--- config.mk ---
export PLATFORM = sky130hd
export DESIGN_NAME = drift_compensator
export DESIGN_NICKNAME = d
export VERILOG_FILES = /design/src/rtl/drift_comp_pkg.sv /design/src/rtl/drift_cfg_buffer.sv /design/src/rtl/drift_interval_seq.sv /design/src/rtl/drift_tick_counter.sv /design/src/rtl/drift_compensator.sv
export SDC_FILE = /design/constraint.sdc
export NUM_CORES = 1
export LEC_CHECK = 0
export BUFFER_PORTS_ARGS = -buffer_cell sky130_fd_sc_hd__buf_4
export CAP_MARGIN = 10
export CORE_ASPECT_RATIO = 0.5
export CORE_UTILIZATION = 25
export CTS_CLUSTER_DIAMETER = 120
export DETAILED_ROUTE_END_ITERATION = 10
export HOLD_SLACK_MARGIN = 0.08
export SYNTH_ARGS = -nofsm -noshare
export SYNTH_HDL_FRONTEND = slang
export SYNTH_HIERARCHICAL = 1
export SYNTH_SLANG_ARGS = --single-unit
--- constraint.sdc ---
create_clock -name clk -period 4.8 [get_ports clk]
set_clock_uncertainty 0.2 [all_clocks]
set_input_delay 0 -clock clk [delete_from_list [all_inputs] [get_ports clk]]
set_output_delay 0 -clock clk [all_outputs]
set_load 0.02 [all_outputs]
--- src/rtl/drift_comp_pkg.sv ---
package drift_comp_pkg;

    localparam int CODE_W = 8;
    localparam int ADJ_W  = 8;

    typedef logic [CODE_W-1:0]        ivl_code_t;
    typedef logic signed [ADJ_W-1:0]  adj_t;

    // settings as written by software
    typedef struct packed {
        ivl_code_t code;
        adj_t      adj;
    } comp_cfg_t;

    // state of the second now being counted
    typedef struct packed {
        ivl_code_t remain;   // seconds left after this one in the interval
        logic      first;    // this is the first second of the interval
        adj_t      adj;      // adjustment taken at interval start
    } sec_state_t;

    // ticks that make up the current second
    function automatic int second_ticks(input int nominal, input logic first, input adj_t adj);
        return first ? nominal + int'(adj) : nominal;
    endfunction

    function automatic logic interval_last(input ivl_code_t remain);
        return remain == '0;
    endfunction

endpackage

--- src/rtl/drift_cfg_buffer.sv ---
module drift_cfg_buffer
    import drift_comp_pkg::*;
(
    input  logic      clk,
    input  logic      rst,
    input  logic      code_we,
    input  ivl_code_t code_wdata,
    input  logic      adj_we,
    input  adj_t      adj_wdata,
    output comp_cfg_t pend_q,
    output comp_cfg_t pend_next
);

    // pend_next also feeds the interval reload so a write on the final
    // tick is not lost
    always_comb begin
        pend_next = pend_q;
        if (code_we) pend_next.code = code_wdata;
        if (adj_we)  pend_next.adj  = adj_wdata;
    end

    always_ff @(posedge clk) begin
        if (rst) pend_q <= '0;
        else     pend_q <= pend_next;
    end

    AST_PEND_HOLD: assert property (@(posedge clk) disable iff (rst)
        (!code_we && !adj_we) |=> $stable(pend_q)) else $error("pending held");
    AST_PEND_CODE_TAKE: assert property (@(posedge clk) disable iff (rst)
        code_we |=> pend_q.code == $past(code_wdata)) else $error("code take");

endmodule

--- src/rtl/drift_interval_seq.sv ---
module drift_interval_seq
    import drift_comp_pkg::*;
(
    input  logic       clk,
    input  logic       rst,
    input  logic       boundary,
    input  comp_cfg_t  pend_next,
    output sec_state_t st
);

    sec_state_t st_d;

    always_comb begin
        st_d = st;
        if (boundary) begin
            if (interval_last(st.remain)) begin
                st_d.remain = pend_next.code;
                st_d.first  = 1'b1;
                st_d.adj    = pend_next.adj;
            end else begin
                st_d.remain = st.remain - 1'b1;
                st_d.first  = 1'b0;
            end
        end
    end

    always_ff @(posedge clk) begin
        if (rst) begin
            st.remain <= '0;
            st.first  <= 1'b1;
            st.adj    <= '0;
        end else begin
            st <= st_d;
        end
    end

    AST_STATE_HOLD: assert property (@(posedge clk) disable iff (rst)
        !boundary |=> $stable(st)) else $error("state hold");
    AST_REMAIN_STEP: assert property (@(posedge clk) disable iff (rst)
        (boundary && st.remain != '0) |=> (st.remain == $past(st.remain) - 8'd1) && !st.first)
        else $error("remain step");
    AST_RELOAD: assert property (@(posedge clk) disable iff (rst)
        (boundary && st.remain == '0) |=> st.first && (st.adj == $past(pend_next.adj)))
        else $error("reload");

endmodule

--- src/rtl/drift_tick_counter.sv ---
module drift_tick_counter
    import drift_comp_pkg::*;
#(
    parameter int NOMINAL_TICKS = 32768
) (
    input  logic clk,
    input  logic rst,
    input  logic tick_en,
    input  logic first,
    input  adj_t adj,
    output logic boundary,
    output logic sec_pulse
);

    localparam int ADJ_MAX   = (2 ** (ADJ_W - 1)) - 1;
    localparam int MAX_TICKS = NOMINAL_TICKS + ADJ_MAX;
    localparam int CNT_W     = $clog2(MAX_TICKS);

    logic [CNT_W-1:0] cnt_q;
    logic [CNT_W-1:0] last_idx;

    always_comb begin
        last_idx = CNT_W'(second_ticks(NOMINAL_TICKS, first, adj) - 1);
        boundary = tick_en && (cnt_q == last_idx);
    end

    always_ff @(posedge clk) begin
        if (rst) begin
            cnt_q     <= '0;
            sec_pulse <= 1'b0;
        end else begin
            sec_pulse <= boundary;
            if (tick_en) cnt_q <= boundary ? '0 : cnt_q + 1'b1;
        end
    end

    AST_CNT_RANGE: assert property (@(posedge clk) disable iff (rst)
        cnt_q <= last_idx) else $error("count range");
    AST_PULSE_SINGLE: assert property (@(posedge clk) disable iff (rst)
        sec_pulse |=> !sec_pulse) else $error("pulse width");
    AST_PULSE_AFTER_TICK: assert property (@(posedge clk) disable iff (rst)
        sec_pulse |-> $past(tick_en)) else $error("pulse without tick");

endmodule

--- src/rtl/drift_compensator.sv ---
module drift_compensator
    import drift_comp_pkg::*;
#(
    parameter int NOMINAL_TICKS = 32768
) (
    input  logic       clk,
    input  logic       rst,
    input  logic       tick_en,
    input  logic       ivl_wr_en,
    input  logic [7:0] ivl_wr_code,
    input  logic       adj_wr_en,
    input  logic [7:0] adj_wr_val,
    output logic       sec_pulse,
    output logic [7:0] ivl_countdown,
    output logic [7:0] adj_now,
    output logic [7:0] ivl_cfg,
    output logic [7:0] adj_cfg
);

    comp_cfg_t  pend_q;
    comp_cfg_t  pend_next;
    sec_state_t st;
    logic       boundary;

    drift_cfg_buffer u_cfg (
        .clk        (clk),
        .rst        (rst),
        .code_we    (ivl_wr_en),
        .code_wdata (ivl_code_t'(ivl_wr_code)),
        .adj_we     (adj_wr_en),
        .adj_wdata  (adj_t'(adj_wr_val)),
        .pend_q     (pend_q),
        .pend_next  (pend_next)
    );

    drift_interval_seq u_seq (
        .clk       (clk),
        .rst       (rst),
        .boundary  (boundary),
        .pend_next (pend_next),
        .st        (st)
    );

    drift_tick_counter #(.NOMINAL_TICKS(NOMINAL_TICKS)) u_tick (
        .clk       (clk),
        .rst       (rst),
        .tick_en   (tick_en),
        .first     (st.first),
        .adj       (st.adj),
        .boundary  (boundary),
        .sec_pulse (sec_pulse)
    );

    always_comb begin
        ivl_countdown = st.remain;
        adj_now       = st.first ? st.adj : '0;
        ivl_cfg       = pend_q.code;
        adj_cfg       = pend_q.adj;
    end

    AST_NOW_STABLE: assert property (@(posedge clk) disable iff (rst)
        !sec_pulse |-> $stable(adj_now)) else $error("adj_now moved mid-second");

endmodule

==> results by stage <==
Clocking:
- Counting along the longest clock path gives a buffer depth of 2.
- CTS built an H-tree with a depth of 2.
- For the worst-skew pair, the clock arrives at the later sink with an insertion delay of 0.30 ns.
- The CTS tree is yes.
- The CTS root buffer is sky130_fd_sc_hd__clkbuf_16.
- The number of clock buffers added by TritonCTS is 5.
- Clock-pin slew was measured on the worst setup and hold paths at 0.07 ns.
- The post-cts gate resize count is 0.
- The number of clock sinks is 50.

Critical path:
- The worst setup path is of the reg2reg kind.
- At the worst endpoint, the arrival time is 4.13 ns.
- The startpoint class of the critical path is a flop.
- Along the worst path, the maximum fanout reaches 22.
- The first element of the critical path is u_seq/st[8]$_SDFFE_PP1P_.
- Data on the critical path is required at its endpoint by 4.82 ns.
- The beginning of the worst register-to-register path is u_seq/st[8]$_SDFFE_PP1P_.
- The worst setup path is captured at a flop.

Min path:
- The startpoint of the tightest hold check path is adj_wr_en.
- The classification of the worst-slack hold path is in2reg.

Global routing:
- The pin count of the biggest net entering global routing is 36.
- The aggregate global routing overflow is 0.
- The first global-routing pass estimated 12.7 mm of wire.
- The via count of the first global-routing pass is 2500.
- The number of antenna violations at the first check in global routing is 0.
- The total routing usage reported by global routing is 13.3%.

Power and ir drop:
- Dividing total power by cell area gives a power density of 235 nW/um2.
- In this run the static leakage power is 1.61 nW.
- The worst-case IR drop observed on VDD is 0.000114 V.

Floorplanning:
- In this run the horizontal extent of the chip is 153 um.
- The die span in y is 77.6 um.
- The total die area is 11900 um2.
- The area of the core is 11000 um2.
- The number of ports placed on the die boundary is 54.
- The placement row count is 27.
- Once the floorplan was initialized, standard cells occupied 25.9% of the core.

Yosys:
- Yosys attributes the largest share of cell area to sky130_fd_sc_hd__dfxtp_1 35%, sky130_fd_sc_hd__mux2_4 8.4%, sky130_fd_sc_hd__nor2b_1 4.4%.
- The synthesized flop and latch total is 50.
- Of the synthesized area, sequential elements account for 35.0%.
- In this run the biggest area consumer among cell types represents 35.0% of the synthesized area.
- The synthesized area is 2860 um2.
- Averaged over all synthesized cells, the footprint is 9.24 um2.
- Counting flops with a built-in enable in the synthesized netlist gives 0.
- The number of standard cells after synthesis is 309.
- The synthesized netlist contains 58 unique library cells.
- The main flop type after synthesis is sky130_fd_sc_hd__dfxtp_1.
- After synthesis, the share of flip-flops with an asynchronous set or reset is 0%.
- The cell taking the most area after synthesis is sky130_fd_sc_hd__dfxtp_1.
- Synthesis produced a netlist with a net count of 336.
- The total of warnings raised by yosys is 6.

Final layout:
- The net count of the finished layout is 426.
- The final cell utilization of the core is 35.7%.
- The filler cell count is 1115.
- With fillers left out, the area of the finished cells amounts to 3950 um2.
- The area growth from synthesis to layout is 38.2%.
- The number of antenna diodes in the final layout is 0.
- In the layout the commonest cells are 53 x sky130_fd_sc_hd__buf_4, 50 x sky130_fd_sc_hd__dfxtp_1, 43 x sky130_fd_sc_hd__dlygate4sd3_1.
- The most common library cell in the layout ignoring fill and taps is sky130_fd_sc_hd__buf_4.
- The layout cell share with drive strength beyond 1 is 23.5%.
- In the final layout, the multi-input gates occupy 1710 um2.
- The area taken by flip-flops and latches is 1000 um2.
- The finished layout holds 545 standard cells, fillers aside.

STA:
- The transition at the pin with the smallest max-transition slack is 0.671 ns.
- Measured against its own limit, the worst slew margin works out to 54.9%.
- The setup violation total in the final timing report is 0.
- Setup repair after global routing left no endpoint under its margin.
- The achievable frequency is 244 MHz.
- The max-slew violation count is 0.
- For the finished layout, the period the worst path requires is 4.10 ns.
- The setup slack after layout is 0.696 ns.
- The sum of negative setup slack is 0 ns.
- Of the available clock period, the critical path in the final layout requires 85.5%.
- The final-report hold violation count was 0.

Drt:
- Dividing the detail-routed wire length by the instance count gives 14.0 um.
- The number of antenna-violating nets in the routed design is 0.
- The number of DRC violations after detailed routing is 0.
- The via count is 2648.
- The iteration count of the initial detailed-routing pass is 4.
- Dividing the detail-routed via count by the number of cells gives 4.86.
- In this run, the number of DRC markers left after iteration 0 of detailed routing was 212.
- The total length of routed wires is 7.62 mm.

Placement:
- The number of input and output port buffers inserted is 53.
- The area of placed instances is 3360 um2.
- The wire-length estimate of the detail-placed layout is 5.14 mm.
- Before CTS, the worst setup slack after placement is 0.743 ns.
- Routability-driven placement finished with a final weighted congestion of 0.808.
- The count of placed standard cells including taps is 494.

Job:
- Max-cap violations in this run came to 0.

Run status:
- The flow ran to the end, and the final reports show no timing, DRC or antenna violations.
[cells by family after synthesis]
logic type	after synthesis	share of synthesized area, %
adders and majority gates	6	2.63
muxes	22	10.5
AOI/OAI and AO/OA	47	13.6
and+or+nand+nor	132	26.8
DFF	50	35.0
buffers and inverters	31	5.04
xor gates and xnor gates	21	6.44
[per-stage QoR]
stage                     power, W  hold slack (ns)
final                     0.000927           0.0817
after global routing      0.000967            0.122
after floorplan           0.000491           -0.128
after detailed placement  0.000525           0.0998
after CTS                 0.000936           0.0841
after global placement    0.000525           0.0987
[Yosys cell counts (3+ instances only)]
cell type                  count
sky130_fd_sc_hd__a31o_2        4
sky130_fd_sc_hd__and2_1       10
sky130_fd_sc_hd__nand2_1      24
sky130_fd_sc_hd__a21oi_1       3
sky130_fd_sc_hd__buf_2         4
sky130_fd_sc_hd__o21ai_0       5
sky130_fd_sc_hd__dfxtp_1      50
sky130_fd_sc_hd__nor2_1       20
sky130_fd_sc_hd__nand4_1       8
sky130_fd_sc_hd__nor2b_1      20
sky130_fd_sc_hd__and3_1        4
sky130_fd_sc_hd__a211o_1       4
sky130_fd_sc_hd__buf_6         3
sky130_fd_sc_hd__mux2i_1       6
sky130_fd_sc_hd__nand3_1      13
sky130_fd_sc_hd__clkbuf_1      6
sky130_fd_sc_hd__nor3_1        6
sky130_fd_sc_hd__or4_1         3
sky130_fd_sc_hd__a311oi_1      8
sky130_fd_sc_hd__ha_1          6
sky130_fd_sc_hd__xor2_1       14
sky130_fd_sc_hd__mux2_4       16
sky130_fd_sc_hd__nor4_1        5
sky130_fd_sc_hd__inv_1        18
sky130_fd_sc_hd__xnor2_1       7
[timing repair]
| item | CTS | global route |
|---|---|---|
| hold buffers | 43 | 0 |
| buffers inserted | 0 | 0 |
| endpoints found under the hold margin | 39 | 0 |
[layer usage]
layer | wire length (um) | vias to the layer above | track usage (%)
met2 | 3490 | 54 | 21.1
met5 | 0 | - | 0
met3 | 312 | 9 | 3.13
li1 | - | 1294 | -
met4 | 80 | 0 | 3.54
met1 | 3740 | 1291 | 18.1
[critical path, cell delays in order (launching register included)]
cell and delay, ns:
sky130_fd_sc_hd__dfxtp_1 0.68, sky130_fd_sc_hd__nand2_1 0.11, sky130_fd_sc_hd__ha_1 0.37, sky130_fd_sc_hd__xnor2_1 0.36, sky130_fd_sc_hd__xor2_1 0.18, sky130_fd_sc_hd__nand4b_1 0.11, sky130_fd_sc_hd__a21oi_1 0.31, sky130_fd_sc_hd__and3_1 0.46
sky130_fd_sc_hd__nor3b_2 0.51, sky130_fd_sc_hd__and3_1 0.49, sky130_fd_sc_hd__mux2i_1 0.25
[layout make-up]
class,instances,area share (%)
inverter,18,1.71
clock inverter,2,0.444
clock buffer,6,3.52
tap,145,4.60
timing repair buffer,96,21.0
multi-input combinational,228,43.4
sequential,50,25.4
[flip-flops by register name, indices dropped and copies added, names as in the netlist]
| signal | flops |
|---|---|
| u_tick/cnt_q | 16 |
| u_seq/st | 17 |
| u_tick/sec_pulse | 1 |
| u_cfg/pend_q | 16 |
[power by group]
group          total (W)  internal, W  switching, W  leakage, nW
clock           0.000377     0.000210      0.000167       0.0770
sequential      0.000431     0.000424    0.00000719        0.406
combinational   0.000120    0.0000732     0.0000463         1.13
total           0.000927     0.000707      0.000221         1.61
[path summary, 6_finish.rpt]
| path | endpoint | slack [ns] | cells past startpoint |
|---|---|---|---|
| worst min register to register | u_seq/st[7]$_SDFFE_PP0P_ | 0.34 | 2 |
| worst max register to register | u_seq/st[6]$_SDFFE_PP0P_ | 0.70 | 10 |
| worst min-delay path | u_seq/st[7]$_SDFFE_PP0P_ | 0.08 | 4 |
| worst max-delay path | u_seq/st[6]$_SDFFE_PP0P_ | 0.70 | 10 |
Note: power is estimated with default switching activity, not from simulation.
